==> src/rtl/flow_pkg.sv <==
package flow_pkg;

  typedef enum logic [1:0] {
    ST_OPC,
    ST_ALO,
    ST_AHI,
    ST_STOP
  } seq_state_e;

  typedef enum logic [2:0] {
    OP_PLAIN,
    OP_HALT,
    OP_JUMP,
    OP_CALL,
    OP_RET,
    OP_RST
  } op_kind_e;

  typedef struct packed {
    op_kind_e   kind;
    logic       cond;
    logic [2:0] sel;
  } op_info_t;

endpackage

==> src/rtl/flow_decode.sv <==
module flow_decode
  import flow_pkg::*;
(
  input  logic [7:0] opc,
  output op_info_t   info
);

  always_comb begin
    info.kind = OP_PLAIN;
    info.cond = 1'b0;
    info.sel  = opc[5:3];
    if (opc[7:1] == 7'b0 || opc == 8'hFF) begin
      info.kind = OP_HALT;
    end else if (opc[7:6] == 2'b01) begin
      case (opc[2:0])
        3'b000:  begin info.kind = OP_JUMP; info.cond = 1'b1; end
        3'b010:  begin info.kind = OP_CALL; info.cond = 1'b1; end
        3'b100:  info.kind = OP_JUMP;
        3'b110:  info.kind = OP_CALL;
        default: info.kind = OP_PLAIN;
      endcase
    end else if (opc[7:6] == 2'b00) begin
      case (opc[2:0])
        3'b011:  begin info.kind = OP_RET; info.cond = 1'b1; end
        3'b111:  info.kind = OP_RET;
        3'b101:  info.kind = OP_RST;
        default: info.kind = OP_PLAIN;
      endcase
    end
  end

endmodule

==> src/rtl/flow_cond.sv <==
module flow_cond (
  input  logic [3:0] flags,
  input  logic [2:0] sel,
  output logic       met
);

  // sel[1:0] picks the flag, sel[2] is the value it must have
  always_comb met = (flags[sel[1:0]] == sel[2]);

endmodule

==> src/rtl/flow_stack.sv <==
module flow_stack #(
  parameter int DEPTH = 7,
  parameter int W     = 14
) (
  input  logic         clk,
  input  logic         rst_n,
  input  logic         push,
  input  logic         pop,
  input  logic [W-1:0] wdata,
  output logic [W-1:0] rdata
);

  localparam int SP_W = $clog2(DEPTH);

  logic [SP_W-1:0] sp_q, sp_d, sp_inc, sp_dec;
  logic [W-1:0]    ent_q [DEPTH];

  always_comb begin
    sp_inc = (sp_q == SP_W'(DEPTH - 1)) ? '0 : sp_q + 1'b1;
    sp_dec = (sp_q == '0) ? SP_W'(DEPTH - 1) : sp_q - 1'b1;
    sp_d   = sp_q;
    if (push)     sp_d = sp_inc;
    else if (pop) sp_d = sp_dec;
  end

  always_ff @(posedge clk or negedge rst_n) begin
    if (!rst_n)            sp_q <= '0;
    else if (push || pop)  sp_q <= sp_d;
  end

  // entry storage carries no reset
  for (genvar g = 0; g < DEPTH; g++) begin : g_ent
    always_ff @(posedge clk) begin
      if (push && sp_q == SP_W'(g)) ent_q[g] <= wdata;
    end
  end

  assign rdata = ent_q[sp_dec];

  AST_SP_BOUND: assert property (@(posedge clk) disable iff (!rst_n)
    32'(sp_q) < DEPTH);
  AST_ONE_STACK_OP: assert property (@(posedge clk) disable iff (!rst_n)
    !(push && pop));
  AST_WRAP_UP: assert property (@(posedge clk) disable iff (!rst_n)
    (push && sp_q == SP_W'(DEPTH - 1)) |=> sp_q == '0);

endmodule

==> src/rtl/flow_sequencer.sv <==
module flow_sequencer
  import flow_pkg::*;
#(
  parameter int PC_W        = 14,
  parameter int STACK_DEPTH = 7
) (
  input  logic            clk,
  input  logic            rst_n,
  input  logic [3:0]      flags,
  output logic            fetch_req,
  output logic [PC_W-1:0] fetch_addr,
  input  logic            fetch_ack,
  input  logic [7:0]      fetch_data,
  output logic [PC_W-1:0] pc,
  output logic            step_done,
  output logic            halted
);

  localparam int HI_W = PC_W - 8;

  logic [1:0]      rst_sync_q;
  logic            rst_ni;
  seq_state_e      state_q, state_d;
  logic [PC_W-1:0] pc_q, pc_d, pc_inc, target;
  logic [7:0]      lo_q, lo_d;
  op_info_t        opk_q, opk_d, dec;
  logic            done_q, done_d;
  logic            take, met, push, pop;
  logic [2:0]      sel;
  logic [PC_W-1:0] stk_rdata;

  // reset: asserted at once, released after two clocks
  always_ff @(posedge clk or negedge rst_n) begin
    if (!rst_n) rst_sync_q <= 2'b00;
    else        rst_sync_q <= {rst_sync_q[0], 1'b1};
  end
  assign rst_ni = rst_sync_q[1];

  flow_decode u_dec (.opc(fetch_data), .info(dec));

  assign sel = (state_q == ST_OPC) ? dec.sel : opk_q.sel;
  flow_cond u_cond (.flags(flags), .sel(sel), .met(met));

  flow_stack #(.DEPTH(STACK_DEPTH), .W(PC_W)) u_stk (
    .clk(clk), .rst_n(rst_ni), .push(push), .pop(pop),
    .wdata(pc_inc), .rdata(stk_rdata)
  );

  assign fetch_req  = (state_q != ST_STOP);
  assign fetch_addr = pc_q;
  assign take       = fetch_req && fetch_ack;
  assign pc_inc     = pc_q + 1'b1;
  assign target     = {fetch_data[HI_W-1:0], lo_q};

  always_comb begin
    state_d = state_q;
    pc_d    = pc_q;
    lo_d    = lo_q;
    opk_d   = opk_q;
    done_d  = 1'b0;
    push    = 1'b0;
    pop     = 1'b0;
    if (take) begin
      case (state_q)
        ST_OPC: begin
          case (dec.kind)
            OP_HALT: begin
              state_d = ST_STOP;
              done_d  = 1'b1;
            end
            OP_JUMP, OP_CALL: begin
              opk_d   = dec;
              pc_d    = pc_inc;
              state_d = ST_ALO;
            end
            OP_RET: begin
              done_d = 1'b1;
              if (!dec.cond || met) begin
                pop  = 1'b1;
                pc_d = stk_rdata;
              end else begin
                pc_d = pc_inc;
              end
            end
            OP_RST: begin
              push      = 1'b1;
              pc_d      = '0;
              pc_d[5:3] = dec.sel;
              done_d    = 1'b1;
            end
            default: begin
              pc_d   = pc_inc;
              done_d = 1'b1;
            end
          endcase
        end
        ST_ALO: begin
          lo_d    = fetch_data;
          pc_d    = pc_inc;
          state_d = ST_AHI;
        end
        ST_AHI: begin
          state_d = ST_OPC;
          done_d  = 1'b1;
          if (!opk_q.cond || met) begin
            pc_d = target;
            push = (opk_q.kind == OP_CALL);
          end else begin
            pc_d = pc_inc;
          end
        end
        default: state_d = ST_STOP;
      endcase
    end
  end

  always_ff @(posedge clk or negedge rst_ni) begin
    if (!rst_ni) begin
      state_q <= ST_OPC;
      pc_q    <= '0;
      lo_q    <= '0;
      opk_q   <= '0;
      done_q  <= 1'b0;
    end else begin
      done_q <= done_d;
      if (take) begin
        state_q <= state_d;
        pc_q    <= pc_d;
        lo_q    <= lo_d;
        opk_q   <= opk_d;
      end
    end
  end

  assign pc        = pc_q;
  assign step_done = done_q;
  assign halted    = (state_q == ST_STOP);

  AST_HALT_HOLD: assert property (@(posedge clk) disable iff (!rst_ni)
    halted |=> halted && $stable(pc));
  AST_RST_ALIGN: assert property (@(posedge clk) disable iff (!rst_ni)
    (state_q == ST_OPC && take && dec.kind == OP_RST) |=> pc[2:0] == 3'b000);
  AST_OPERAND_STEP: assert property (@(posedge clk) disable iff (!rst_ni)
    (state_q == ST_ALO && take) |=> pc == PC_W'($past(pc) + 1'b1));
  AST_STALL_HOLD: assert property (@(posedge clk) disable iff (!rst_ni)
    (fetch_req && !fetch_ack) |=> $stable(pc) && !step_done);

endmodule

==> config.mk <==
export PLATFORM = sky130hd
export DESIGN_NAME = flow_sequencer
export DESIGN_NICKNAME = d
export VERILOG_FILES = /design/src/rtl/flow_pkg.sv /design/src/rtl/flow_decode.sv /design/src/rtl/flow_cond.sv /design/src/rtl/flow_stack.sv /design/src/rtl/flow_sequencer.sv
export SDC_FILE = /design/constraint.sdc
export NUM_CORES = 1
export LEC_CHECK = 0
export BUFFER_PORTS_ARGS = -buffer_cell sky130_fd_sc_hd__buf_2
export CAP_MARGIN = 20
export CORE_MARGIN = 5
export CORE_UTILIZATION = 41
export CTS_BUF_LIST = sky130_fd_sc_hd__clkbuf_8
export CTS_CLUSTER_SIZE = 25
export DETAILED_ROUTE_END_ITERATION = 10
export PLACE_DENSITY_LB_ADDON = 0.25
export REMOVE_ABC_BUFFERS = 1
export SLEW_MARGIN = 40
export SYNTH_ARGS = -nofsm -noshare
export SYNTH_HDL_FRONTEND = slang
export SYNTH_SLANG_ARGS = --single-unit
==> constraint.sdc <==
create_clock -name clk -period 1.21 [get_ports clk]
set_input_delay 0.3025 -clock clk [delete_from_list [all_inputs] [get_ports clk]]
set_output_delay 0.3025 -clock clk [all_outputs]
set_load 0.01 [all_outputs]
# Word-level counts from Yosys, hierarchy flattened
# Memory sizes are Yosys's and may differ from the RTL's.
# Index checks and enable logic that the tools add are counted.
# W data, S select, Z words.
[totals]
register_bits = 37
ram_bits = 98
inputBits = 15
output_inout_bits = 31
elab_cells = 142
n_memories = 1
[memory_table]
columns = ["name", "depth", "word_bits", "read_ports", "rd_clocked_by_memory_dff", "write_ports", "line_no", "text"]
rows = [
  ["u_stk.ent_q", 7, 14, 1, 0, 1, "flow_stack.sv:16", "logic [W-1:0] ent_q [DEPTH];"],
]
[op_classes]
addsub = 3
order_cmp = 1
eq_ne = 27
muxes = 64
reduce_logical = 37
[ops]
columns = ["op", "n"]
rows = [
  ["$mux W14", 8],
  ["$pmux W14 S3", 2],
  ["$reduce_or A14 Y1", 6],
  ["$mux W3", 12],
  ["$mux W1", 33],
  ["$eq A3 B3 Y1 const B", 9],
  ["$eq A3 B2 Y1 const B", 7],
  ["$add A14 B1 Y14 const B", 1],
  ["$reduce_or A2 Y1", 5],
  ["$eq A8 B8 Y1 const B", 1],
  ["$logic_and A1 B1 Y1", 8],
  ["$mux W4", 2],
  ["$pmux W2 S2", 2],
  ["$logic_not A7 Y1", 1],
  ["$eq A3 B1 Y1 const B", 2],
  ["$logic_not A3 Y1", 2],
  ["$pmux W2 S3", 1],
  ["$pmux W3 S2", 1],
  ["$reduce_and A2 Y1", 3],
  ["$reduce_and A3 Y1", 2],
  ["$eq A2 B1 Y1 const B", 2],
  ["$eq A2 B2 Y1 const B", 2],
  ["$logic_not A2 Y1", 2],
  ["$logic_or A1 B1 Y1", 4],
  ["other kinds (11)", 14],
]

# Depth between registers and ports, before layout
# Gate-level depths: netlist of the first run.
[depth]
ltp_word = 20
mapped_depth = 15
ltp_nobuf = 9

# Hierarchy
# Synthesis of the first run repeated with hierarchy kept, for this count alone.
[unflattened]
hier_cells = 610
hier_area_um2 = 7096.8
[modules_own_cells]
columns = ["module", "n_inst", "cells_per_inst", "area_each_um2", "seq_area_each_um2"]
rows = [
  ["flow_stack", 1, 297, 4415.5, 3017.9],
  ["flow_sequencer", 1, 294, 2534.9, 850.8],
  ["flow_decode", 1, 17, 115.1, 0.0],
  ["flow_cond", 1, 2, 31.3, 0.0],
]

# Least setup slack after synthesis of the first run
# No wires, ideal clock.
[synth_path]
path_type = "register to register"
start = "register state_q[0]"
end = "memory u_stk.ent_q[5][0] (enable)"
setup_time_ns = 0.427
arrival_ns = 3.284
slack_ns = -2.500
path_stages_with_launch = 9
period_less_slack_ns = 3.710
cell_sequence = "dfrtp_1 -> inv_1 -> ha_1 -> buf_6 -> mux2i_1 -> nand2b_1 -> mux2_4 -> a31oi_1 -> nor4b_1"
[synth_via]
elab_chain_cells = 19
[synth_rtl]
columns = ["element", "line_no", "text"]
rows = [
  ["start: declaration", "flow_sequencer.sv:23", "seq_state_e state_q, state_d;"],
  ["start signal: assignment", "flow_sequencer.sv:127", "state_q <= state_d;"],
  ["$logic_not A2 Y1", "flow_sequencer.sv:41, flow_sequencer.sv:64", ""],
  ["$mux W3", "flow_sequencer.sv:41", "assign sel = (state_q == ST_OPC) ? dec.sel : opk_q.sel;"],
  ["$bmux W1 S2", "flow_cond.sv:8", "always_comb met = (flags[sel[1:0]] == sel[2]);"],
  ["$mux W1 (not written as such)", "flow_cond.sv:8", ""],
  ["$eq A1 B1 Y1", "flow_cond.sv:8", ""],
  ["$logic_or A1 B1 Y1", "flow_sequencer.sv:105", "if (!opk_q.cond || met) begin"],
  ["$mux W1", "flow_sequencer.sv:105", ""],
  ["$pmux W1 S2", "flow_sequencer.sv:64", "case (state_q)"],
  ["$mux W1 (*)", "flow_sequencer.sv:63", "if (take) begin"],
  ["$logic_and A1 B1 Y1", "flow_stack.sv:34", "if (push && sp_q == SP_W'(g)) ent_q[g] <= wdata;"],
  ["$mux W1", "flow_stack.sv:34", ""],
  ["$mux W1 (not written as such)", "flow_stack.sv:34", ""],
  ["$reduce_or A14 Y1 (no source line)", "n/a", ""],
  ["$mux W3 (no source line) / $mux W1 (equally long branches) (6 in a row)", "n/a", ""],
  ["end: declaration", "flow_stack.sv:16", ""],
]
# Mark *: on every way between the ends. The rest lies on a longest branch, timed or not. The select of a mux whose other input is x is not followed.

# Worst setup path after layout of the first run
[layout_path]
start = "register state_q[0]"
end = "register pc_q[6] (netlist: fetch_addr[6])"
[layout_via]
elab_chain_cells = 9
[layout_rtl]
columns = ["element", "line_no", "text"]
rows = [
  ["$logic_not A2 Y1", "flow_sequencer.sv:41, flow_sequencer.sv:64", ""],
  ["$mux W3", "flow_sequencer.sv:41", ""],
  ["$bmux W1 S2", "flow_cond.sv:8", ""],
  ["$mux W1 (not written as such)", "flow_cond.sv:8", ""],
  ["$eq A1 B1 Y1", "flow_cond.sv:8", ""],
  ["$logic_or A1 B1 Y1", "flow_sequencer.sv:78", "if (!dec.cond || met) begin"],
  ["$mux W14", "flow_sequencer.sv:78", ""],
  ["$pmux W14 S3", "flow_sequencer.sv:66", "case (dec.kind)"],
  ["$pmux W14 S3", "flow_sequencer.sv:64", ""],
  ["end signal: assignment", "flow_sequencer.sv:128", "pc_q <= pc_d;"],
  ["end: declaration", "flow_sequencer.sv:24", "logic [PC_W-1:0] pc_q, pc_d, pc_inc, target;"],
]
# Several ways; a longest one is shown, not always the timed one. The select of a mux whose other input is x is not followed.
# A chain may end at the register's enable or synchronous reset.

==> results of run 1 <==
[power groups by stage]
stage	combinational, uW	clock (uW)	sequential [uW]
final	18000	3880	6820
after global routing	19100	4210	6900
after CTS	16300	3940	6770
after detailed placement	14800	0	6830
after global placement	14400	0	6810
after floorplan	6760	0	7470
[per-stage QoR]
stage | total power, uW | instances | area [sq um] | setup WS (ns) | setup TNS (ns)
finish | 28670 | 1009 | 9714 | -1.315 | -176.02
global route | 30230 | 1009 | 9714 | -1.407 | -193.10
CTS | 27020 | 996 | 9264 | -1.220 | -171.51
detailed placement | 21580 | 953 | 8407 | -1.489 | -187.46
global placement | 21250 | 953 | 8407 | -1.401 | -183.63
floorplan | 14230 | 536 | 6633 | -2.850 | -250.13
[logic make-up after synthesis]
logic type                 count (synthesis)
and+or+nand+nor                          176
AOI/OAI and AO/OA                        155
DFF                                      135
buffers and inverters                     67
muxes                                     33
xor gates and xnor gates                  13
adders and majority gates                 11
other                                      1
[cells in the mapped netlist, types with 2 or more instances]
cell / count
a211oi_1: 14
a211oi_2: 3
a21oi_1: 25
a221oi_1: 26
a221oi_2: 6
a222oi_1: 2
a22oi_1: 6
a311o_1: 2
a311oi_1: 9
a31oi_1: 6
a32oi_1: 2
and2_1: 5
and3_1: 18
buf_1: 2
buf_2: 7
buf_4: 18
buf_6: 8
clkbuf_1: 20
dfrtp_1: 37
edfxtp_1: 98
ha_1: 11
inv_1: 12
mux2_2: 16
mux2_4: 6
mux2i_1: 10
nand2_1: 68
nand2b_1: 8
nand3_1: 16
nand4_1: 4
nor2_1: 27
nor2_2: 2
nor2b_1: 3
nor3_1: 12
nor3_2: 2
o211ai_1: 8
o21a_1: 2
o21ai_0: 27
o22ai_1: 2
xnor2_1: 8
xor2_1: 2
xor2_2: 2
[worst register-to-register path, delay by kind of cell (launching register included)]
family	cells	cell delay, ns
adders and majority gates	1	0.18
muxes	3	0.85
DFF	1	0.39
buffers and inverters	2	0.25
AOI/OAI and AO/OA	3	0.53
and+or+nand+nor	1	0.19
[timing repair]
item                                   CTS  global route
endpoints found under the hold margin    2             0
setup buffers                           10            14
pin swaps                               21            26
setup endpoints to repair              248           255
resized for setup                       87            61
gates cloned                             1             3
hold buffers                             1             0
[how the worst min path moves through the flow]
| stage | start | end | slack, ns | cells after the start |
|---|---|---|---|---|
| 3_3_place_gp | rst_n | rst_sync_q[0]$_DFF_PN0_ | 0.09 | 1 |
| 4_1_cts | rst_n | rst_sync_q[0]$_DFF_PN0_ | 0.14 | 2 |
| 2_1_floorplan | rst_n | rst_sync_q[0]$_DFF_PN0_ | 0.007 | 0 |
| 3_5_place_dp | rst_n | rst_sync_q[1]$_DFF_PN0_ | 0.09 | 1 |
| 5_1_grt | rst_n | rst_sync_q[0]$_DFF_PN0_ | 0.15 | 2 |
| 6_report | rst_n | rst_sync_q[1]$_DFF_PN0_ | 0.17 | 2 |
[per-layer routing]
layer / part of all wire (%) / vias to the layer above / GRT usage, %
met5: 0 / - / 0
met1: 41 / 2898 / 27.62
li1: - / 2637 / -
met4: 2.0 / 0 / 6.578
met3: 6.3 / 29 / 4.601
met2: 50 / 224 / 34.60
[area by class of cell]
type / instances / area share (%)
repair buffers: 221 / 18.86
clock buffers: 17 / 2.409
flip-flops and latches: 135 / 39.85
inverters: 12 / 0.4894
clock inverters: 14 / 1.790
well taps: 220 / 2.834
multi-input cells: 390 / 33.77
[registers in the layout, indices dropped and copies added, names as in the netlist]
name and count:
fetch_addr 14, state_q 2, step_done 1, lo_q 8
u_stk.ent_q 98, opk_q 7, u_stk.sp_q 3, rst_sync_q 2
==> flow_summary_export.csv, run 1 <==
group,metric,value,unit
drt,routed_wl,21220,microns
drt,viasPerCell,5.736,
timing,relSlewSlack,53.28,%
synthesis,yosys-top-cells-area,"edfxtp_1 42%, dfrtp_1 13%, nand2_1 3.7%, a221oi_1 3.3%, mux2_2 2.6%",
synthesis,synth_top_cell_by_area,"edfxtp_1",
final_layout,synthToLayoutAreaGrowth,39.26,%
power,power.switching,12020,uW
cts,clockBufferDepth,2,
timing,setup_ws,-1.315,ns
grt,antenna_found_initial,0,
final_layout,final_nets,803,
power,clockPowerShare,13.5,%
setup_path,r2r_slack,-1.31,ns
floorplan,row_count,47,
setup_path,critPathLaunch,"state_q[0]$_DFFE_PN0P_",
final_layout,regArea,0.003871,sq mm
synthesis,synth_cell_types,70,
setup_path,crit_required,1.52,ns
final_layout,drive_above_1_share,47.40,%
timing,report.final.hold_viol_count,0,
timing,fmax,396.1,MHz
setup_path,cpPeakStageDelay,0.39,ns
setup_path,path_cells,"inv_2 > ha_4 > mux2i_4 > and2b_1 > o22a_4 > mux2i_4 > buf_12 > mux2_2 > a221oi_2 > a311oi_2",
final_layout,n_antenna_cell,0,
cts,cts_root_buf,"clkbuf_8",
drt,vias,5788,
final_layout,multiInputGateArea,0.003281,sq mm
timing,hold_ws,0.1728,ns
grt,grt-ovfl-total,0,
cts,cts.htree.levels,4,
setup_path,timing.rr.end,"fetch_addr[6]$_DFFE_PN0P_",
hold_path,worstHoldPathType,"in2async",
drt,drtIter0Drc,525,
cts,cts_made_buffers,17,
setup_path,cp_num_buf_inv,2,
power,ir_drop,1.507,mV
grt,grt_pass1_vias,5700,
setup_path,crit_family,"multiplexers",
outcome,violations,"negative setup slack",
outcome,outcome,"finished, violations left",
synthesis,synth_adder_area_share,1.973,%
setup_path,cp-start-kind,"flop",
drt,drcViolationCount,0,
timing,tightest_slew,0.7008,ns
setup_path,crit_end,"fetch_addr[6]$_DFFE_PN0P_",
synthesis,synth_top_family_by_area,"compound AO/OA/AOI/OAI gates",
timing,min_period_over_period,208.7,%
final_layout,fillers,1349,
synthesis,synth_edf_count,98,
floorplan,core-area,0.01664,sq mm
setup_path,end_kind,"flop",
setup_path,crit_path_frequent_cell,"mux2i_4",
floorplan,chipWidth,140.4,microns
setup_path,crit_arrival,2.84,ns
timing,finalMaxSlewViolations,0,
cts,cts_tree,"done",
synthesis,yosysSeqAreaShare,55.46,%
floorplan,die_h,140.4,microns
placed_design,place_hpwl,14510,microns
synthesis,synth_compound_area_share,17.11,%
synthesis,synth_xor_area_share,1.955,%
final_layout,finish.utilization,58.37,%
synthesis,synth_area_per_cell,11.80,sq um
synthesis,synthMuxAreaShare,5.632,%
power,pwr-share-comb,62.7,%
timing,clock_skew,0.01089,ns
setup_path,r2r_cells,10,
power,p_int,16650,uW
synthesis,ys_ff_latch,135,
synthesis,synth.top_cell.area_share,42.19,%
timing,fin_crit,2.525,ns
setup_path,cp_num_cells,10,
timing,rsz0062_at_grt,"yes",
grt,grt_pass1_wl,31950,microns
grt,grt_max_degree,64,
power,p_leak,0.003832,uW
synthesis,netlist_instances,591,
synthesis,synth_area,0.006975,sq mm
cts,clkLatencyLatePin,0.44,ns
setup_path,cp_slowest_cell,"dfrtp_1",
power,powerDensity,2951,mW/mm^2
floorplan,die_area,0.01972,sq mm
power,power_frac_seq,23.8,%
setup_path,r2r_start,"state_q[0]$_DFFE_PN0P_",
drt,dr.pass1.iters,5,
synthesis,synth_ff_type,"edfxtp_1",
final_layout,layout_commonest_cell,"buf_4",
timing,setup_violations,248,
placed_design,io_buffers,45,
power,switching_share,41.94,%
synthesis,synth_warnings,0,
synthesis,async_flop_share,27.41,%
grt,grt_usage,20.96,%
setup_path,worst-setup-path-type,"reg2reg",
flow_run,cap_violations,0,
floorplan,initial_utilization,41.91,%
synthesis,synth_simple_gate_area_share,12.25,%
floorplan,ios,46,
setup_path,cp_max_fo,9,
final_layout,final_cell_mix,"136 x buf_4, 98 x edfxtp_1, 67 x nand2_1",
drt,wl_per_cell,21.03,microns
drt,postRouteAntennaNets,0,
placed_design,gp_congestion,0.8948,
cts,cts.sinks,135,
cts,clk_pin_slew,0.08,ns
No activity file was read; power rests on OpenSTA's default activity.
==> run 2, diff against run 1 <==
--- a/config.mk
+++ b/config.mk
@@ -17,4 +17,5 @@
 export SLEW_MARGIN = 40
 export SYNTH_ARGS = -nofsm -noshare
 export SYNTH_HDL_FRONTEND = slang
+export SYNTH_HIERARCHICAL = 1
 export SYNTH_SLANG_ARGS = --single-unit
==> run 2 against run 1 <==
Effect of this change:
- synthesized cell count up 3.2%
- cell count rose by 4.9%
- the flow still finishes with violations (negative setup slack)
- setup slack worse by 0.41 ns
- count of clock-buffer cells in the layout is the same
- clock skew rose by 0.0029 ns
- design area grew 7.0%
- non-clock buffer count is 28 higher
- worst hold slack lost 0.0086 ns
- largest power group unchanged
==> flow_summary_export.csv, run 2 <==
group,metric,value,unit
setup_path,end_kind,"flop",
outcome,violations,"negative setup slack",
synthesis,async_flop_share,27.41,%
cts,cts_made_buffers,17,
final_layout,top_register,"u_stk/ent_q",
power,powerDensity,2480,mW/mm^2
synthesis,synth_edf_count,98,
timing,setup_violations,247,
cts,clockBufferDepth,2,
synthesis,ys_ff_latch,135,
floorplan,ios,46,
synthesis,synth.top_cell.area_share,41.47,%
floorplan,die_area,0.02004,sq mm
synthesis,yosysSeqAreaShare,54.51,%
drt,vias,5981,
hold_path,worstHoldPathType,"in2async",
drt,dr.pass1.iters,6,
setup_path,crit_arrival,3.10,ns
setup_path,r2r_slack,-1.73,ns
grt,grt-ovfl-total,0,
final_layout,final_cell_mix,"136 x buf_4, 98 x edfxtp_1, 77 x buf_6",
synthesis,netlist_instances,610,
placed_design,gp_congestion,0.8749,
synthesis,synth_warnings,6,
grt,antenna_found_initial,0,
synthesis,yosys-top-cells-area,"edfxtp_1 41%, dfrtp_1 13%, mux2_2 4.8%, o21ai_0 3.3%, buf_4 2.4%",
outcome,outcome,"finished, violations left",
synthesis,synth_top_cell_by_area,"edfxtp_1",
grt,grt_usage,21.26,%
final_layout,fillers,1321,
timing,finalMaxSlewViolations,0,
drt,drtIter0Drc,462,
cts,clk_pin_slew,0.08,ns
final_layout,layout_commonest_cell,"buf_4",
final_layout,n_antenna_cell,0,
cts,cts_tree,"done",
setup_path,worst-setup-path-type,"reg2reg",
setup_path,r2r_cells,14,
timing,fin_crit,2.935,ns
floorplan,chipWidth,141.6,microns
timing,setup_ws,-1.725,ns
drt,viasPerCell,5.653,
final_layout,synthToLayoutAreaGrowth,46.51,%
setup_path,cp-start-kind,"flop",
placed_design,dp_cells,980,
cts,clkLatencyLatePin,0.45,ns
synthesis,synth_area_per_cell,11.63,sq um
power,p_leak,0.004116,uW
placed_design,io_buffers,45,
cts,cts.sinks,135,
synthesis,synth_cell_types,61,
drt,postRouteAntennaNets,0,
cts,cts.htree.levels,4,
timing,rsz0062_at_grt,"yes",
timing,min_period_over_period,242.6,%
cts,cts_root_buf,"clkbuf_8",
setup_path,crit_required,1.37,ns
synthesis,synth_area,0.007097,sq mm
final_layout,largest_reg_flops,98,
timing,fmax,340.7,MHz
grt,grt_pass1_vias,6088,
drt,wl_per_cell,20.29,microns
floorplan,die_h,141.6,microns
timing,setup-tns-final,-229.51,ns
power,ir_drop,1.555,mV
drt,routed_wl,21470,microns
synthesis,synth_ff_type,"edfxtp_1",
grt,grt_pass1_wl,32890,microns
placed_design,place_hpwl,14290,microns
timing,report.final.hold_viol_count,0,
drt,drcViolationCount,0,
final_layout,final_nets,846,
final_layout,stdcell_count,1058,
final_layout,drive_above_1_share,49.46,%
timing,clock_skew,0.01377,ns
floorplan,core-area,0.01712,sq mm
setup_path,cp_max_fo,7,
floorplan,initial_utilization,41.46,%
grt,grt_max_degree,36,
flow_run,cap_violations,0,
synthesis,yosysMostFrequentCell,"edfxtp_1",
synthesis,yosys-top-cells-count,"98 x edfxtp_1, 47 x o21ai_0, 44 x nand2_1, 37 x dfrtp_1, 30 x mux2_2",
floorplan,row_count,48,
run 2: changes by cell type in the layout (fill, tap and decap cells not counted), moves of 12 or more:
cell      before  now
o221ai_1       0   13
a31oi_1        5   20
buf_6         28   77
a21oi_1       23   10
a221oi_1      16    3
o21ai_0       19   38
nand3b_1       0   15
and2_1         2   15
mux2_2        14   26
nand2_1       67   36
buf_2         42   13
run 2: final timing paths:
check	startpoint	end
max in group asynchronous	rst_sync_q[1]$_DFF_PN0_	u_stk/sp_q[0]$_DFFE_PN0P_
max reg2reg	state_q[1]$_DFFE_PN0P_	u_stk/ent_q[3][4]$_DFFE_PP_
min reg2reg	rst_sync_q[1]$_DFF_PN0_	opk_q[4]$_DFFE_PN0P_
max	state_q[1]$_DFFE_PN0P_	u_stk/ent_q[3][4]$_DFFE_PP_
min in group clk	fetch_data[6]	lo_q[6]$_DFFE_PN0P_
min	rst_n	rst_sync_q[0]$_DFF_PN0_
run 2: kinds of logic after synthesis:
| family | synth area share, % |
|---|---|
| flops | 54.51 |
| compound gates | 15.46 |
| simple gates | 13.54 |
| other cells | 0.05284 |
| xor+xnor | 1.481 |
| buf+inv | 5.677 |
| fa+ha+maj | 1.939 |
| mux | 7.334 |
run 2: layer usage:
metal | GRT usage, % | share of wire [%]
met5 | 0 | 0
met4 | 7.273 | 2.6
met3 | 4.112 | 4.8
met2 | 36.40 | 51
met1 | 27.04 | 42
run 2: worst max-delay path, cell delays in order, from the launching register on:
cell and delay (ns):
dfrtp_1 0.40, inv_2 0.08, ha_4 0.14, mux2_4 0.30
mux4_2 0.46, xnor2_2 0.16, nand2b_4 0.15, and2_4 0.14
a21oi_2 0.05, nor2_2 0.16, buf_4 0.16, buf_6 0.09
and2_4 0.16, buf_6 0.10, buf_12 0.12
run 2: final cells by class:
class | instances | area, sq um | area share, %
Clock buffer | 17 | 234.0 | 2.250
Tap cell | 225 | 281.5 | 2.708
Clock inverter | 15 | 128.9 | 1.239
Sequential cell | 135 | 3877 | 37.29
Timing Repair Buffer | 249 | 2424 | 23.31
Inverter | 10 | 40.04 | 0.3851
Multi-Input combinational cell | 407 | 3412 | 32.82
run 2: through the flow:
stage	instance area [sq um]	util, %	setup WS [ns]	hold slack, ns	total power (uW)
after global routing	10400	60.75	-1.816	0.1599	27050
after floorplan	6731	-	-2.894	0.006909	12660
after detailed placement	8587	50.17	-1.880	0.09110	19250
after global placement	8587	50.17	-1.829	0.08887	18970
final	10400	60.75	-1.725	0.1642	25790
after CTS	10030	58.60	-1.728	0.1457	24820
run 2: what timing repair did:
item	CTS	global route
hold buffers	1	0
buffers inserted	37	17
resized for setup	164	68
endpoints found under the hold margin	2	0
pin swaps	52	37
cloned	4	1
endpoints found under the setup margin	255	248
run 2: power by group:
group	internal [uW]	switching (uW)
sequential	5950	451
clock	1630	1860
combinational	7760	8150
total	15300	10500
==> run 3, diff against run 2 <==
--- a/config.mk
+++ b/config.mk
@@ -13,6 +13,7 @@
 export CTS_CLUSTER_SIZE = 25
 export DETAILED_ROUTE_END_ITERATION = 10
 export PLACE_DENSITY_LB_ADDON = 0.25
+export RECOVER_POWER = 25
 export REMOVE_ABC_BUFFERS = 1
 export SLEW_MARGIN = 40
 export SYNTH_ARGS = -nofsm -noshare
==> run 3 against run 2 <==
Effect of this change:
- the run still ends with negative setup slack left
- wire length fell by 0.15%
- register-to-register slack barely moved
- worst hold slack barely moved
- design area fell by 0.13%
- utilization fell by 0.080 points
- largest power group unchanged
- highest routed layer is now met5
==> flow_summary_export.csv, run 3 (same netlist as run 2, synthesis figures left out) <==
group,metric,value,unit
placed_design,place_hpwl,14290,microns
power,clockPowerShare,13.5,%
power,p_leak,0.004108,uW
final_layout,final_nets,846,
setup_path,cp-start-kind,"flop",
drt,drcViolationCount,0,
final_layout,final_cell_mix,"136 x buf_4, 98 x edfxtp_1, 77 x buf_6",
placed_design,io_buffers,45,
flow_run,cap_violations,0,
cts,cts_tree,"done",
timing,report.final.hold_viol_count,0,
final_layout,synthToLayoutAreaGrowth,46.32,%
final_layout,postLayoutCellArea,0.01038,sq mm
grt,grt_usage,21.26,%
power,switching_share,40.52,%
timing,hold_ws,0.1644,ns
drt,viasPerCell,5.647,
timing,rsz0062_at_grt,"yes",
power,p_total,25770,uW
floorplan,die_h,141.6,microns
placed_design,gp_congestion,0.8749,
power,p_int,15330,uW
timing,setup_ws,-1.725,ns
floorplan,core-area,0.01712,sq mm
final_layout,largest_reg_flops,98,
power,power_frac_seq,24.8,%
final_layout,top_register,"u_stk/ent_q",
timing,min_period_over_period,242.6,%
drt,wl_per_cell,20.26,microns
cts,clk_pin_slew,0.08,ns
outcome,violations,"negative setup slack",
final_layout,drive_above_1_share,49.34,%
setup_path,crit_required,1.38,ns
grt,grt_pass1_vias,6088,
floorplan,ios,46,
cts,cts.htree.levels,4,
timing,setup_violations,247,
timing,relSlewSlack,63.97,%
power,power.switching,10440,uW
setup_path,cp_max_fo,7,
floorplan,row_count,48,
power,powerDensity,2482,mW/mm^2
grt,antenna_found_initial,0,
floorplan,initial_utilization,41.46,%
cts,cts.sinks,135,
drt,drtIter0Drc,462,
drt,postRouteAntennaNets,0,
floorplan,die_area,0.02004,sq mm
timing,finalMaxSlewViolations,0,
grt,grt_max_degree,36,
timing,tightest_slew,0.5405,ns
placed_design,dpl_cell_area,0.008587,sq mm
power,ir_drop,1.554,mV
outcome,outcome,"finished, violations left",
cts,cts_root_buf,"clkbuf_8",
final_layout,fillers,1322,
cts,clkLatencyLatePin,0.45,ns
hold_path,worstHoldPathType,"in2async",
timing,clock_skew,0.01303,ns
setup_path,worst-setup-path-type,"reg2reg",
final_layout,layout_commonest_cell,"buf_4",
drt,vias,5975,
timing,fmax,340.7,MHz
timing,setup-tns-final,-229.81,ns
setup_path,crit_arrival,3.10,ns
drt,dr.pass1.iters,5,
final_layout,n_antenna_cell,0,
power,pwr-share-comb,61.7,%
grt,grt_pass1_wl,32890,microns
timing,fin_crit,2.935,ns
drt,routed_wl,21440,microns
final_layout,regArea,0.003877,sq mm
final_layout,multiInputGateArea,0.003412,sq mm
cts,cts_made_buffers,17,
cts,clockBufferDepth,2,
grt,grt-ovfl-total,0,
floorplan,chipWidth,141.6,microns
setup_path,end_kind,"flop",
-- run 3: area by class of cell --
cell class	instances	area share, %
clock buffers	17	2.253
clock inverters	15	1.241
inverters	10	0.3856
multi-input cells	407	32.86
flip-flops and latches	135	37.34
well taps	225	2.711
repair buffers	249	23.21
-- run 3: power by group through the flow --
stage                     Combinational (uW)  Clock [uW]  Sequential, uW
final                                  15900        3480            6400
after CTS                              14900        3540            6370
after global placement                 12600           0            6360
after floorplan                         5780           0            6880
after detailed placement               12900           0            6380
after global routing                   16800        3780            6450
-- run 3: metal layers --
metal / part of all wire [%] / vias up / track usage [%]
met5: 0.061 / - / 0
met4: 2.5 / 2 / 7.273
met3: 5.3 / 50 / 4.112
met2: 51 / 201 / 36.40
met1: 41 / 2980 / 27.04
li1: - / 2742 / -
-- run 3: stage by stage --
stage	cells	utilization [%]	worst slack [ns]
floorplan	552	-	-2.894
global placement	980	50.17	-1.829
detailed placement	980	50.17	-1.880
CTS	1048	58.60	-1.728
global route	1058	60.67	-1.816
finish	1058	60.67	-1.725
-- run 3: path summary, 6_finish.rpt --
| kind | depth (start not counted) | from | slack [ns] | to |
|---|---|---|---|---|
| worst min register to register | 1 | rst_sync_q[1]$_DFF_PN0_ | 0.33 | opk_q[4]$_DFFE_PN0P_ |
| min in group clk | 3 | fetch_data[6] | 0.24 | lo_q[6]$_DFFE_PN0P_ |
| max in group asynchronous | 1 | rst_sync_q[1]$_DFF_PN0_ | 0.48 | u_stk/sp_q[0]$_DFFE_PN0P_ |
| worst min-delay path | 2 | rst_n | 0.16 | rst_sync_q[0]$_DFF_PN0_ |
| worst max-delay path | 13 | state_q[1]$_DFFE_PN0P_ | -1.73 | u_stk/ent_q[2][3]$_DFFE_PP_ |
| worst max register to register | 13 | state_q[1]$_DFFE_PN0P_ | -1.73 | u_stk/ent_q[2][3]$_DFFE_PP_ |
-- run 3: critical path: stages, from the launching register on --
cell and delay, ns:
dfrtp_1 0.40, inv_2 0.08, ha_4 0.14, mux2_4 0.30, mux4_2 0.46, xnor2_2 0.16, nand2b_4 0.15, and2_4 0.14
a21oi_2 0.05, nor2_2 0.16, buf_4 0.14, nor2b_4 0.15, and2_4 0.21, buf_16 0.14
-- run 3: repair_timing --
item | 4_1_cts | 5_1_grt
buffers inserted | 37 | 17
gates resized for setup | 164 | 68
setup endpoints to repair | 255 | 248
hold buffers | 1 | 0
endpoints found under the hold margin | 2 | 0
gates cloned | 4 | 1
pin swaps | 52 | 37
